==> src/rtl/vrg_pkg.sv <==
package vrg_pkg;
   typedef enum logic {
      SEL_POINTER = 1'b0,
      SEL_DATA    = 1'b1
   } reg_sel_e;

   typedef enum logic {
      FIELD_ODD  = 1'b0,
      FIELD_EVEN = 1'b1
   } field_e;
endpackage

==> src/rtl/vrg_regs.sv <==
module vrg_regs
   import vrg_pkg::*;
#(
   parameter int          RW        = 8,
   parameter logic [RW-1:0] CTRL_ADDR = 8'h05
) (
   input  logic          clk,
   input  logic          rst,
   input  logic          wr_i,
   input  logic          sel_i,
   input  logic [RW-1:0] wdata_i,
   output logic [RW-1:0] rdata_o,
   output logic          ilace_req_o
);
   logic [RW-1:0] ptr_q;
   logic          req_q;
   logic          at_ctrl;

   assign at_ctrl = (ptr_q == CTRL_ADDR);

   always_ff @(posedge clk) begin
      if (rst) begin
         ptr_q <= '0;
         req_q <= 1'b0;
      end else if (wr_i) begin
         if (reg_sel_e'(sel_i) == SEL_POINTER)
            ptr_q <= wdata_i;
         else if (at_ctrl)
            req_q <= wdata_i[0];
      end
   end

   always_comb begin
      rdata_o = '0;
      if (at_ctrl)
         rdata_o[0] = req_q;
   end

   assign ilace_req_o = req_q;
endmodule

==> src/rtl/vrg_hcount.sv <==
module vrg_hcount #(
   parameter int   H_ACTIVE = 16,
   parameter int   H_FRONT  = 2,
   parameter int   H_SYNC   = 4,
   parameter int   H_BACK   = 2,
   parameter bit   HS_ACT   = 1'b1,
   localparam int  H_TOTAL  = H_ACTIVE + H_FRONT + H_SYNC + H_BACK,
   localparam int  HW       = $clog2(H_TOTAL)
) (
   input  logic          clk,
   input  logic          rst,
   output logic [HW-1:0] hpos_o,
   output logic          h_act_o,
   output logic          line_end_o,
   output logic          hsync_o
);
   localparam int HS_START = H_ACTIVE + H_FRONT;
   localparam int HS_STOP  = HS_START + H_SYNC;

   logic [HW-1:0] hc_q;
   logic          hs_on;

   always_ff @(posedge clk) begin
      if (rst)
         hc_q <= '0;
      else if (line_end_o)
         hc_q <= '0;
      else
         hc_q <= hc_q + 1'b1;
   end

   assign line_end_o = (hc_q == HW'(H_TOTAL - 1));
   assign h_act_o    = (hc_q < HW'(H_ACTIVE));
   assign hs_on      = (hc_q >= HW'(HS_START)) && (hc_q < HW'(HS_STOP));
   assign hpos_o     = hc_q;

   generate
      if (HS_ACT) begin : g_hs_high
         assign hsync_o = hs_on;
      end else begin : g_hs_low
         assign hsync_o = ~hs_on;
      end
   endgenerate
endmodule

==> src/rtl/vrg_vcount.sv <==
module vrg_vcount #(
   parameter int   V_ACTIVE = 200,
   parameter int   V_FRONT  = 2,
   parameter int   V_SYNC   = 3,
   parameter int   V_BACK   = 3,
   parameter int   HW       = 5,
   parameter int   H_HALF   = 12,
   localparam int  V_TOTAL  = V_ACTIVE + V_FRONT + V_SYNC + V_BACK,
   localparam int  VW       = $clog2(V_TOTAL)
) (
   input  logic          clk,
   input  logic          rst,
   input  logic          line_end_i,
   input  logic [HW-1:0] hpos_i,
   input  logic          ilace_req_i,
   output logic [VW-1:0] vpos_o,
   output logic          v_act_o,
   output logic          vs_on_o,
   output logic          field_o,
   output logic          ilace_act_o,
   output logic          pass_end_o
);
   localparam int VS_START = V_ACTIVE + V_FRONT;
   localparam int VS_STOP  = VS_START + V_SYNC;

   logic [VW-1:0] vc_q;
   logic          field_q;
   logic          act_q;
   logic [HW-1:0] vs_off;
   logic          after_start;
   logic          before_stop;

   assign pass_end_o = line_end_i && (vc_q == VW'(V_TOTAL - 1));

   always_ff @(posedge clk) begin
      if (rst) begin
         vc_q    <= '0;
         field_q <= 1'b0;
         act_q   <= 1'b0;
      end else if (pass_end_o) begin
         vc_q    <= '0;
         act_q   <= ilace_req_i;
         field_q <= (ilace_req_i && act_q) ? ~field_q : 1'b0;
      end else if (line_end_i) begin
         vc_q    <= vc_q + 1'b1;
      end
   end

   // the offset field moves both vsync edges to mid-line
   assign vs_off      = field_q ? HW'(H_HALF) : '0;
   assign after_start = (vc_q > VW'(VS_START)) ||
                        ((vc_q == VW'(VS_START)) && (hpos_i >= vs_off));
   assign before_stop = (vc_q < VW'(VS_STOP)) ||
                        ((vc_q == VW'(VS_STOP)) && (hpos_i < vs_off));

   assign vs_on_o     = after_start && before_stop;
   assign v_act_o     = (vc_q < VW'(V_ACTIVE));
   assign vpos_o      = vc_q;
   assign field_o     = field_q;
   assign ilace_act_o = act_q;
endmodule

==> src/rtl/vid_raster_gen.sv <==
module vid_raster_gen
   import vrg_pkg::*;
#(
   parameter int          H_ACTIVE  = 16,
   parameter int          H_FRONT   = 2,
   parameter int          H_SYNC    = 4,
   parameter int          H_BACK    = 2,
   parameter int          V_ACTIVE  = 200,
   parameter int          V_FRONT   = 2,
   parameter int          V_SYNC    = 3,
   parameter int          V_BACK    = 3,
   parameter bit          HS_ACT    = 1'b1,
   parameter bit          VS_ACT    = 1'b1,
   parameter int          RW        = 8,
   parameter logic [RW-1:0] CTRL_ADDR = 8'h05,
   localparam int         H_TOTAL   = H_ACTIVE + H_FRONT + H_SYNC + H_BACK,
   localparam int         V_TOTAL   = V_ACTIVE + V_FRONT + V_SYNC + V_BACK,
   localparam int         HW        = $clog2(H_TOTAL),
   localparam int         VW        = $clog2(V_TOTAL),
   localparam int         LW        = $clog2(2 * V_ACTIVE),
   localparam int         H_HALF    = H_TOTAL / 2
) (
   input  logic          clk,
   input  logic          rst,
   input  logic          reg_wr_i,
   input  logic          reg_sel_i,
   input  logic [RW-1:0] reg_wdata_i,
   output logic [RW-1:0] reg_rdata_o,
   output logic          hsync_o,
   output logic          vsync_o,
   output logic          de_o,
   output logic [LW-1:0] frame_line_o,
   output logic          field_o
);
   generate
      if (H_ACTIVE < 1 || H_SYNC < 1 || H_TOTAL < 4)
         $error("horizontal timing too short");
      if (V_ACTIVE < 1 || V_SYNC < 1 || V_BACK < 1)
         $error("vertical timing needs active, sync and back porch lines");
      if (RW < 1)
         $error("register width must be positive");
   endgenerate

   logic          ilace_req;
   logic          ilace_act;
   logic          pass_end;
   logic          line_end;
   logic          h_act;
   logic          v_act;
   logic          vs_on;
   logic [HW-1:0] hpos;
   logic [VW-1:0] vpos;

   vrg_regs #(.RW(RW), .CTRL_ADDR(CTRL_ADDR)) u_regs (
      .clk(clk), .rst(rst), .wr_i(reg_wr_i), .sel_i(reg_sel_i),
      .wdata_i(reg_wdata_i), .rdata_o(reg_rdata_o), .ilace_req_o(ilace_req)
   );

   vrg_hcount #(
      .H_ACTIVE(H_ACTIVE), .H_FRONT(H_FRONT), .H_SYNC(H_SYNC),
      .H_BACK(H_BACK), .HS_ACT(HS_ACT)
   ) u_hc (
      .clk(clk), .rst(rst), .hpos_o(hpos), .h_act_o(h_act),
      .line_end_o(line_end), .hsync_o(hsync_o)
   );

   vrg_vcount #(
      .V_ACTIVE(V_ACTIVE), .V_FRONT(V_FRONT), .V_SYNC(V_SYNC),
      .V_BACK(V_BACK), .HW(HW), .H_HALF(H_HALF)
   ) u_vc (
      .clk(clk), .rst(rst), .line_end_i(line_end), .hpos_i(hpos),
      .ilace_req_i(ilace_req), .vpos_o(vpos), .v_act_o(v_act),
      .vs_on_o(vs_on), .field_o(field_o), .ilace_act_o(ilace_act),
      .pass_end_o(pass_end)
   );

   generate
      if (VS_ACT) begin : g_vs_high
         assign vsync_o = vs_on;
      end else begin : g_vs_low
         assign vsync_o = ~vs_on;
      end
   endgenerate

   assign de_o = h_act && v_act;

   always_comb begin
      if (!v_act)
         frame_line_o = '0;
      else if (ilace_act)
         frame_line_o = LW'({vpos, (field_e'(field_o) == FIELD_ODD)});
      else
         frame_line_o = LW'(vpos);
   end
endmodule

==> config.mk <==
export PLATFORM = sky130hd
export DESIGN_NAME = vid_raster_gen
export DESIGN_NICKNAME = d
export VERILOG_FILES = /design/src/rtl/vrg_pkg.sv /design/src/rtl/vrg_regs.sv /design/src/rtl/vrg_hcount.sv /design/src/rtl/vrg_vcount.sv /design/src/rtl/vid_raster_gen.sv
export SDC_FILE = /design/constraint.sdc
export NUM_CORES = 1
export LEC_CHECK = 0
export BUFFER_PORTS_ARGS = -buffer_cell sky130_fd_sc_hd__buf_2
export CAP_MARGIN = 20
export CELL_PAD_IN_SITES_DETAIL_PLACEMENT = 1
export CELL_PAD_IN_SITES_GLOBAL_PLACEMENT = 1
export CORE_MARGIN = 2
export CORE_UTILIZATION = 40
export CTS_CLUSTER_DIAMETER = 100
export DETAILED_ROUTE_END_ITERATION = 8
export HOLD_SLACK_MARGIN = 0.05
export PLACE_DENSITY_LB_ADDON = 0.1
export REMOVE_ABC_BUFFERS = 1
export SKIP_LAST_GASP = 1
export SLEW_MARGIN = 20
export SYNTH_ARGS = -nofsm -noshare
export SYNTH_HDL_FRONTEND = slang
export SYNTH_HIERARCHICAL = 1
export SYNTH_SLANG_ARGS = --single-unit
export TNS_END_PERCENT = 20
==> constraint.sdc <==
create_clock -name clk -period 3 [get_ports clk]
set_clock_uncertainty 0.2 [all_clocks]
set_input_delay 0.6 -clock clk [delete_from_list [all_inputs] [get_ports clk]]
set_output_delay 0.6 -clock clk [all_outputs]
set_load 0.01 [all_outputs]
==> results by stage, run 1 <==
Detailed routing:
- The count of TritonRoute iterations in the first routing pass is 3.
- The sum of routed wire length over all layers is 3100 um.
- The met2 wire length is roughly 1600 um.
- After detailed routing, the wire length on met1 is 1440 um.
- The detailed router finished its first iteration with 33 violations.
- The via count normalized by instance count is 5.18.
- In this run the remaining antenna-violating nets after routing total 0.
- The routed length on met3 is 93 um.
- Signal routing reaches up to met4.
- In the final routed layout, each cell accounts on average for 13.8 um.
- The routed via count is 1161.
- The total DRC errors in the routed layout is 0.

Die:
- The starting density of the core is 42.3%.
- The floorplan step defined a die boundary enclosing 0.00405 mm^2.
- After floorplanning, the core was divided into 21 placement rows.
- The floorplan die width is 63.6 um.
- The region available for standard cell placement spans 0.00336 mm^2.
- In this run the vertical extent of the chip is 63.6 um.
- The count of pins on the block boundary is 33.

CTS:
- The cts-stage hold buffer count is 0.
- The insertion delay of the later-clocked pin in the worst-skew pair is 320 ps.
- The post-CTS clock slew at the launch and capture registers of the worst setup and hold paths is about 140 ps.
- Clock tree synthesis found a total of 24 sinks.
- The TritonCTS clock tree is done.
- The total CTS buffers is 3.
- The maximum count of clock buffers along a single path is 2.
- The tree is rooted in a sky130_fd_sc_hd__clkbuf_4.
- The number of setup buffers added after CTS is 0.
- The count of H-tree levels built during CTS is 1.
- Once the clock tree was built, the resizer swapped 0 gates to a different size.

Global route:
- The number of global-route vias before repair is between 1000 and 1500.
- The global-route wire length before repair is 5200 um.
- The number of antenna violations at the first check in global routing is 0.
- The maximum number of pins on one net before global-route repair is 23.
- The total routing resource utilization after global routing is 16.0%.
- For this run the aggregate overflow at the end of global routing stands at 0.

Final layout:
- Cells with a size suffix above 1 make up 22.5% of the layout.
- The layout net count is 198.
- The summed area of non-filler cells in the final layout is 0.00160 mm^2.
- The repair_antennas step left the layout with diodes totalling 0.
- The relative area change from synthesis to final layout is 12.9%.

Critical path:
- The element type at the critical path end is an output pin.
- The critical path required time is 2200 ps.
- In this run the worst path has a maximum fanout of 6.
- STA classifies the critical path startpoint as a flop.
- The critical path is of the reg -> out type.
- The arrival time reported for the critical path endpoint is 1840 ps.

STA:
- The worst-margin pin slew is 837 ps.
- The worst slew slack as a fraction of its limit is 44.1%.
- Summed over all failing endpoints, the final setup total negative slack is 0 ps.
- The final-report max-slew violation count is 0.
- Setup repair after global routing left no endpoint under its margin.
- The final hold violation count came to 0.
- After layout, the worst path uses 87.9% of the clock period.
- The final critical path time including I/O delays and setup is approximately 2600 ps.
- The highest achievable clock rate is 379 MHz.
- Setup violations remaining at the end of the flow were counted as 0.

Power and ir drop:
- Across the VDD grid, the largest voltage drop is 0.000184 V.
- For this design the static power due to leakage is ~0.63 nW.
- For this design the ratio of total power to cell area is 391 mW/mm^2.

Logic synthesis:
- The number of warnings printed during yosys synthesis is 6.
- The most instantiated flip-flop cell in the synthesis netlist is sky130_fd_sc_hd__dfxtp_1.
- Summing the sequential cell areas from Yosys gives 33.8% of the chip area.
- The share of synthesized flip-flops with an asynchronous set or reset is 0%.
- The total standard cell area after synthesis is 0.00142 mm^2.
- The flop and latch count out of synthesis is 24.
- After synthesis, the netlist uses 42 different library cells.
- The synthesized instance count is 153.
- A synthesized cell averages 9.29 um^2.
- The synthesized design contains 0 enable-type register cells.

Run status:
- The run finished with clean final reports.

Placement:
- The congestion estimate from routability-driven global placement came to 0.743.
- The number of port buffers is 25.
- Summed over all nets, the half-perimeter wirelength after detailed placement is approximately 2300 um.
- Once placement finished, the instance area stood at 0.00155 mm^2.

Hold path:
- The worst hold path class is reg -> reg.

Run:
- Across the run, the number of max-cap violations was 0.
[path summary, 6_finish.rpt]
kind                          to      startpoint  slack [ps]  cells after the start
setup / recovery         vsync_o  u_hc/hpos_o[2]         360                      6
hold / removal    u_hc/hpos_o[4]  u_hc/hpos_o[4]         300                      2
setup reg to reg  u_vc/vpos_o[4]  u_hc/hpos_o[1]         720                      6
hold reg to reg   u_hc/hpos_o[4]  u_hc/hpos_o[4]         300                      2
[flip-flops by register name (all words and copies together) (netlist names)]
register and count:
u_hc/hpos_o 5, u_regs/ilace_req_o 1, u_regs/ptr_q 8, u_vc/field_o 1
u_vc/ilace_act_o 1, u_vc/vpos_o 8
[final cells by class]
cell class / instances / area (um^2)
Clock buffer: 3 / 22.5
Clock inverter: 1 / 30.0
Fill cell: 440 / 1760
Inverter: 6 / 22.5
Multi-Input combinational cell: 118 / 858
Sequential cell: 24 / 480
Tap cell: 46 / 57.6
Timing Repair Buffer: 26 / 133
[report_power, final]
group | leakage, nW | total [W] | switching [W] | internal (W)
Sequential | 0.195 | 0.000339 | 0.0000106 | 0.000329
Clock | 0.0279 | 0.000239 | 0.000104 | 0.000135
Combinational | 0.403 | 0.0000486 | 0.0000254 | 0.0000232
Total | 0.626 | 0.000627 | 0.000140 | 0.000487
[layer usage]
metal | GRT usage, % | vias up
li1 | - | 580
met1 | 18.4 | 558
met5 | 0 | -
met4 | 5.98 | 0
met3 | 2.32 | 2
met2 | 29.7 | 21
[cell usage in the layout, fill, tap and decap left out, types with 4 or more instances in the layout]
cell type / synthesis / final
sky130_fd_sc_hd__xnor2_1: 4 / 4
sky130_fd_sc_hd__nand4_1: 6 / 6
sky130_fd_sc_hd__conb_1: 1 / 7
sky130_fd_sc_hd__dfxtp_1: 24 / 24
sky130_fd_sc_hd__inv_1: 6 / 6
sky130_fd_sc_hd__nor2_1: 14 / 14
sky130_fd_sc_hd__a21oi_1: 5 / 5
sky130_fd_sc_hd__nor2b_1: 8 / 8
sky130_fd_sc_hd__buf_2: 0 / 25
sky130_fd_sc_hd__ha_1: 7 / 7
sky130_fd_sc_hd__mux2i_1: 17 / 17
sky130_fd_sc_hd__nand2_1: 6 / 6
[synthesized netlist by cell type, types with 2 or more instances]
cell type,count,area (um^2)
sky130_fd_sc_hd__buf_4,9,67.6
sky130_fd_sc_hd__nand4bb_1,2,22.5
sky130_fd_sc_hd__a21oi_1,5,25.0
sky130_fd_sc_hd__and3_2,3,22.5
sky130_fd_sc_hd__dfxtp_1,24,480
sky130_fd_sc_hd__nor2b_1,8,50.1
sky130_fd_sc_hd__inv_1,6,22.5
sky130_fd_sc_hd__nor2_1,14,52.6
sky130_fd_sc_hd__nand2_1,6,22.5
sky130_fd_sc_hd__nand2b_1,3,18.8
sky130_fd_sc_hd__or3_1,3,18.8
sky130_fd_sc_hd__ha_1,7,87.6
sky130_fd_sc_hd__o311ai_0,2,17.5
sky130_fd_sc_hd__o31ai_1,2,15.0
sky130_fd_sc_hd__xnor2_1,4,35.0
sky130_fd_sc_hd__nand3_1,2,10.0
sky130_fd_sc_hd__nor4b_2,2,30.0
sky130_fd_sc_hd__xor2_1,2,17.5
sky130_fd_sc_hd__o21ai_0,3,15.0
sky130_fd_sc_hd__mux2i_1,17,170
sky130_fd_sc_hd__nor3_1,3,15.0
sky130_fd_sc_hd__nand4_1,6,37.5
[per-stage QoR]
step / power (W) / std cells / worst slack, ps / hold slack (ps) / util [%]
2_1_floorplan: 0.000375 / 148 / 686 / 242 / -
3_3_place_gp: 0.000392 / 220 / 793 / 268 / 46.1
3_5_place_dp: 0.000396 / 220 / 695 / 273 / 46.1
4_1_cts: 0.000637 / 224 / 339 / 296 / 47.7
5_1_grt: 0.000657 / 224 / 218 / 286 / 47.7
6_report: 0.000627 / 224 / 364 / 301 / 47.7
[critical path: stages (launching register included)]
cell and delay [ps]:
sky130_fd_sc_hd__dfxtp_1 480, sky130_fd_sc_hd__inv_1 90, sky130_fd_sc_hd__ha_1 290, sky130_fd_sc_hd__nand4bb_1 90
sky130_fd_sc_hd__and3_1 190, sky130_fd_sc_hd__a211oi_1 220, sky130_fd_sc_hd__buf_2 160
[cell families after synthesis]
kind of cell / Yosys count / synth area share (%)
AOI/OAI and AO/OA: 18 / 8.54
xor gates and xnor gates: 6 / 3.70
adders and majority gates: 7 / 6.16
buffers and inverters: 17 / 7.39
DFF: 24 / 33.8
muxes: 17 / 12.0
other: 1 / 0.264
and+or+nand+nor: 63 / 28.2
Note: power is estimated with default switching activity, not from simulation.
==> run 2, diff against run 1 <==
ABC_AREA = 1   (was not set)
CORE_UTILIZATION = 37   (was 40)
GPL_ROUTABILITY_DRIVEN = 0   (was not set)
==> run 2 against run 1 <==
First-iteration DRC count increased by 91%. Register-to-register slack gained 340 ps. Power decreased by 2.4%. Clock-buffer cell count is 1 higher. Synthesized area grew 7.1%. Flip-flop and latch count is the same. Non-clock buffer count shrank 1. Critical path type unchanged. Critical endpoint unchanged.
==> results by stage, run 2 <==
Run status:
- The run finished with clean final reports.

Logic synthesis:
- Yosys printed 6 warnings.
- The number of synthesized flops with an enable pin is 0.
- The total standard cell area after synthesis is about 0.0015 mm^2.
- The flop and latch count out of synthesis is 24.
- The share of synthesized flip-flops with an asynchronous set or reset is 0%.
- The share of the Yosys chip area taken by registers is 31.6%.
- In the synthesized netlist, the number of instances is roughly 240.
- A synthesized cell averages 6.48 um^2.
- The most common cell in the synthesized netlist is sky130_fd_sc_hd__nor2_1.
- By area the synthesized netlist is led by sky130_fd_sc_hd__dfxtp_1, sky130_fd_sc_hd__nor2_1, sky130_fd_sc_hd__nand2_1.
- The share of Yosys cell area claimed by the top area cell type is about a third.
- After synthesis, the most frequently instantiated cells are sky130_fd_sc_hd__nor2_1, sky130_fd_sc_hd__nand2_1, sky130_fd_sc_hd__inv_1.
- The number of different library cells in the post-synthesis netlist is 29.
- Summed over all instances, the cell type with the most area after synthesis is sky130_fd_sc_hd__dfxtp_1.
- In the synthesized netlist the dominant register cell turns out to be sky130_fd_sc_hd__dfxtp_1.

Critical path:
- The highest fanout seen on the critical path is 4.
- The largest individual stage delay along the critical path comes from the cell sky130_fd_sc_hd__dfxtp_1.
- The arrival time reported for the critical path endpoint is about 1600 ps.
- The most numerous cell type found on the critical path is sky130_fd_sc_hd__nand2_1.
- The delay of the slowest cell on the worst path is 390 ps.
- STA classifies the critical path startpoint as a flop.
- Traced cell by cell, the critical path runs through inv_1, ha_1, nand2_1, and2_1, nand2_1, nand2_1, a21oi_1, buf_2.
- STA classifies the critical path endpoint as an output pin.
- The critical path required time is 2200 ps.
- The kind of critical path is reg -> out.

Die:
- The starting density of the core is 38.3%.
- The floorplan die height is 68.2 um.
- For this design the top-level I/O count stands at 33.
- From left edge to right edge, the die measures ~68 um.
- The count of standard-cell rows is 23.
- The floorplan die area is about 0.0046 mm^2.
- The total core area is 0.00397 mm^2.

Run:
- The max-cap check violation count is 0.

CTS:
- The TritonCTS clock tree is done.
- In this run, CTS created clock tree buffers numbering 3.
- In this run the number of H-tree levels came out at 1.
- The cts-stage hold buffer count is 0.
- The maximum count of clock buffers along a single path is 2.
- The buffer cell driving the clock tree root is sky130_fd_sc_hd__clkbuf_8.
- Clock tree synthesis found a total of 24 sinks.
- The number of setup buffers added after CTS is 0.
- The clock reaches the later pin of the worst-skew pair after 270 ps.
- After clock tree synthesis, the clock-pin slew on the worst setup and hold paths is 90 ps.
- In this run, post-CTS repair resized a total of 0 instances.

Global route:
- The total overflow left after global routing is 0.
- The global-route wire length before repair is ~5600 um.
- The number of antenna violations at the first check in global routing was 0.
- Entering global routing, the biggest net connects 20 pins.
- The total routing resource utilization after global routing is about 15%.
- The number of global-route vias before repair was 1329.

Detailed routing:
- In the routed layout, each cell is associated on average with a via count of 4.41.
- The highest metal layer used by the detailed router is met4.
- The detail route stage leaves a number of antenna-violating nets equal to 0.
- The pre-antenna-repair detailed-routing pass consisted of 4 iterations.
- After detailed routing, the average wire length per cell comes to 10.3 um.
- The routed metal-1 wirelength is 1560 um.
- The routed length on met3 is 112 um.
- The count of routing violations after the opening detailed-route iteration is 63.
- The routed design has 3200 um of wire.
- After detailed routing, the number of remaining DRC violations is 0.
- Summed over all nets, wire length on met2 after detailed routing comes to roughly 1500 um.
- The detailed router placed approximately 1400 vias in this run.

STA:
- The final critical path takes up 80.1% of the cycle.
- The clock period could shrink to 2400 ps.
- The final hold violation count is 0.
- The smallest hold slack is around 270 ps.
- At the pin with the least slew margin, the transition time is 643 ps.
- The highest achievable clock rate is ~420 MHz.
- The final-report max-slew violation count was 0.
- Setup slack closes at between 500 and 600 ps.
- Headroom to the max-slew limit came out at a little under three fifths.
- The final setup violation count is 0.
- The post-route setup TNS is 0 ps.
- Setup repair after global routing left no endpoint under its margin.

Placement:
- Detailed placement finished with a half-perimeter wire length of 2530 um.
- The minimum setup slack after placement is 896 ps.
- The number of port buffers is 25.
- The cell total after placement is ~300.

Power and ir drop:
- The maximum resistive drop on vdd is 0.000206 V.
- The power density over the cells is 361 mW/mm^2.
- In this run the static leakage power is 0.847 nW.

Final layout:
- The relative area change from synthesis to final layout is 11.3%.
- The most common library cell in the layout ignoring fill and taps is sky130_fd_sc_hd__nor2_1.
- The number of diodes added for antenna fixing is 0.
- In the layout the commonest cells are sky130_fd_sc_hd__nor2_1, sky130_fd_sc_hd__nand2_1, sky130_fd_sc_hd__inv_1.
- For this run, the number of standard cells in the final layout without fillers is 310.
- The layout net count is 280.
- The post-route netlist has between 10% and 20% of its cells at a drive strength greater than 1.

Hold path:
- The tightest min-delay check is of the reg -> reg type.
[run 2: changes by cell type after synthesis, sizes merged, moves of 3 or more]
| cell | change |
|---|---|
| nand2 | +48 |
| nor2 | +48 |
| inv | +30 |
| mux2i | -17 |
| nor2b | -8 |
| o21ai | +7 |
| a21oi | +4 |
| nand3 | +4 |
| nand4 | -4 |
| xnor2 | -4 |
| and3 | -3 |
| nand2b | -3 |
| or3 | -3 |
[run 2: layout make-up]
class                      instances  area (um^2)
tap                               50         62.6
sequential                        24          480
timing repair buffer              25          125
inverter                          37          141
clock buffer                       4         55.1
multi-input combinational        170          831
fill                             552         2280
[run 2: power by group]
| part | internal [W] | leakage [nW] | total, W | switching, W |
|---|---|---|---|---|
| sequential | 0.000329 | 0.196 | 0.000337 | 0.00000841 |
| combinational | 0.0000197 | 0.623 | 0.0000524 | 0.0000326 |
| clock | 0.000117 | 0.0288 | 0.000222 | 0.000104 |
[run 2: path summary, 6_finish.rpt]
kind                    from         endpoint  slack, ps  depth (start not counted)
max             u_vc/field_o          vsync_o        600                          8
min          u_regs/ptr_q[3]  u_regs/ptr_q[3]        270                          2
max reg2reg   u_hc/hpos_o[1]   u_vc/vpos_o[5]       1060                         10
min reg2reg  u_regs/ptr_q[3]  u_regs/ptr_q[3]        270                          2
[run 2: logic make-up after synthesis]
family	synth area share (%)
AOI/OAI and AO/OA	7.48
xor gates and xnor gates	1.15
adders and majority gates	5.75
buffers and inverters	15.4
DFF	31.6
other	0.246
and+or+nand+nor	38.5
[run 2: layer usage]
| metal | vias up | global-route usage (%) |
|---|---|---|
| met5 | - | 0 |
| met4 | 0 | 4.50 |
| met3 | 2 | 1.97 |
| met2 | 24 | 28.4 |
| met1 | 593 | 18.7 |
| li1 | 749 | - |
[run 2: worst max-delay path: cells and delay by family, from the launching register on]
| family | cells | cell delay [ps] |
|---|---|---|
| buf+inv | 2 | 230 |
| simple gates | 4 | 310 |
| flops | 1 | 390 |
| fa+ha+maj | 1 | 300 |
| compound gates | 1 | 100 |
[run 2: through the flow]
stage,cell area [um^2],util [%],power [W]
after floorplan,1450,-,0.000380
after global placement,1640,41.3,0.000397
after detailed placement,1640,41.3,0.000398
after CTS,1700,42.7,0.000620
after global routing,1700,42.7,0.000641
final,1700,42.7,0.000611
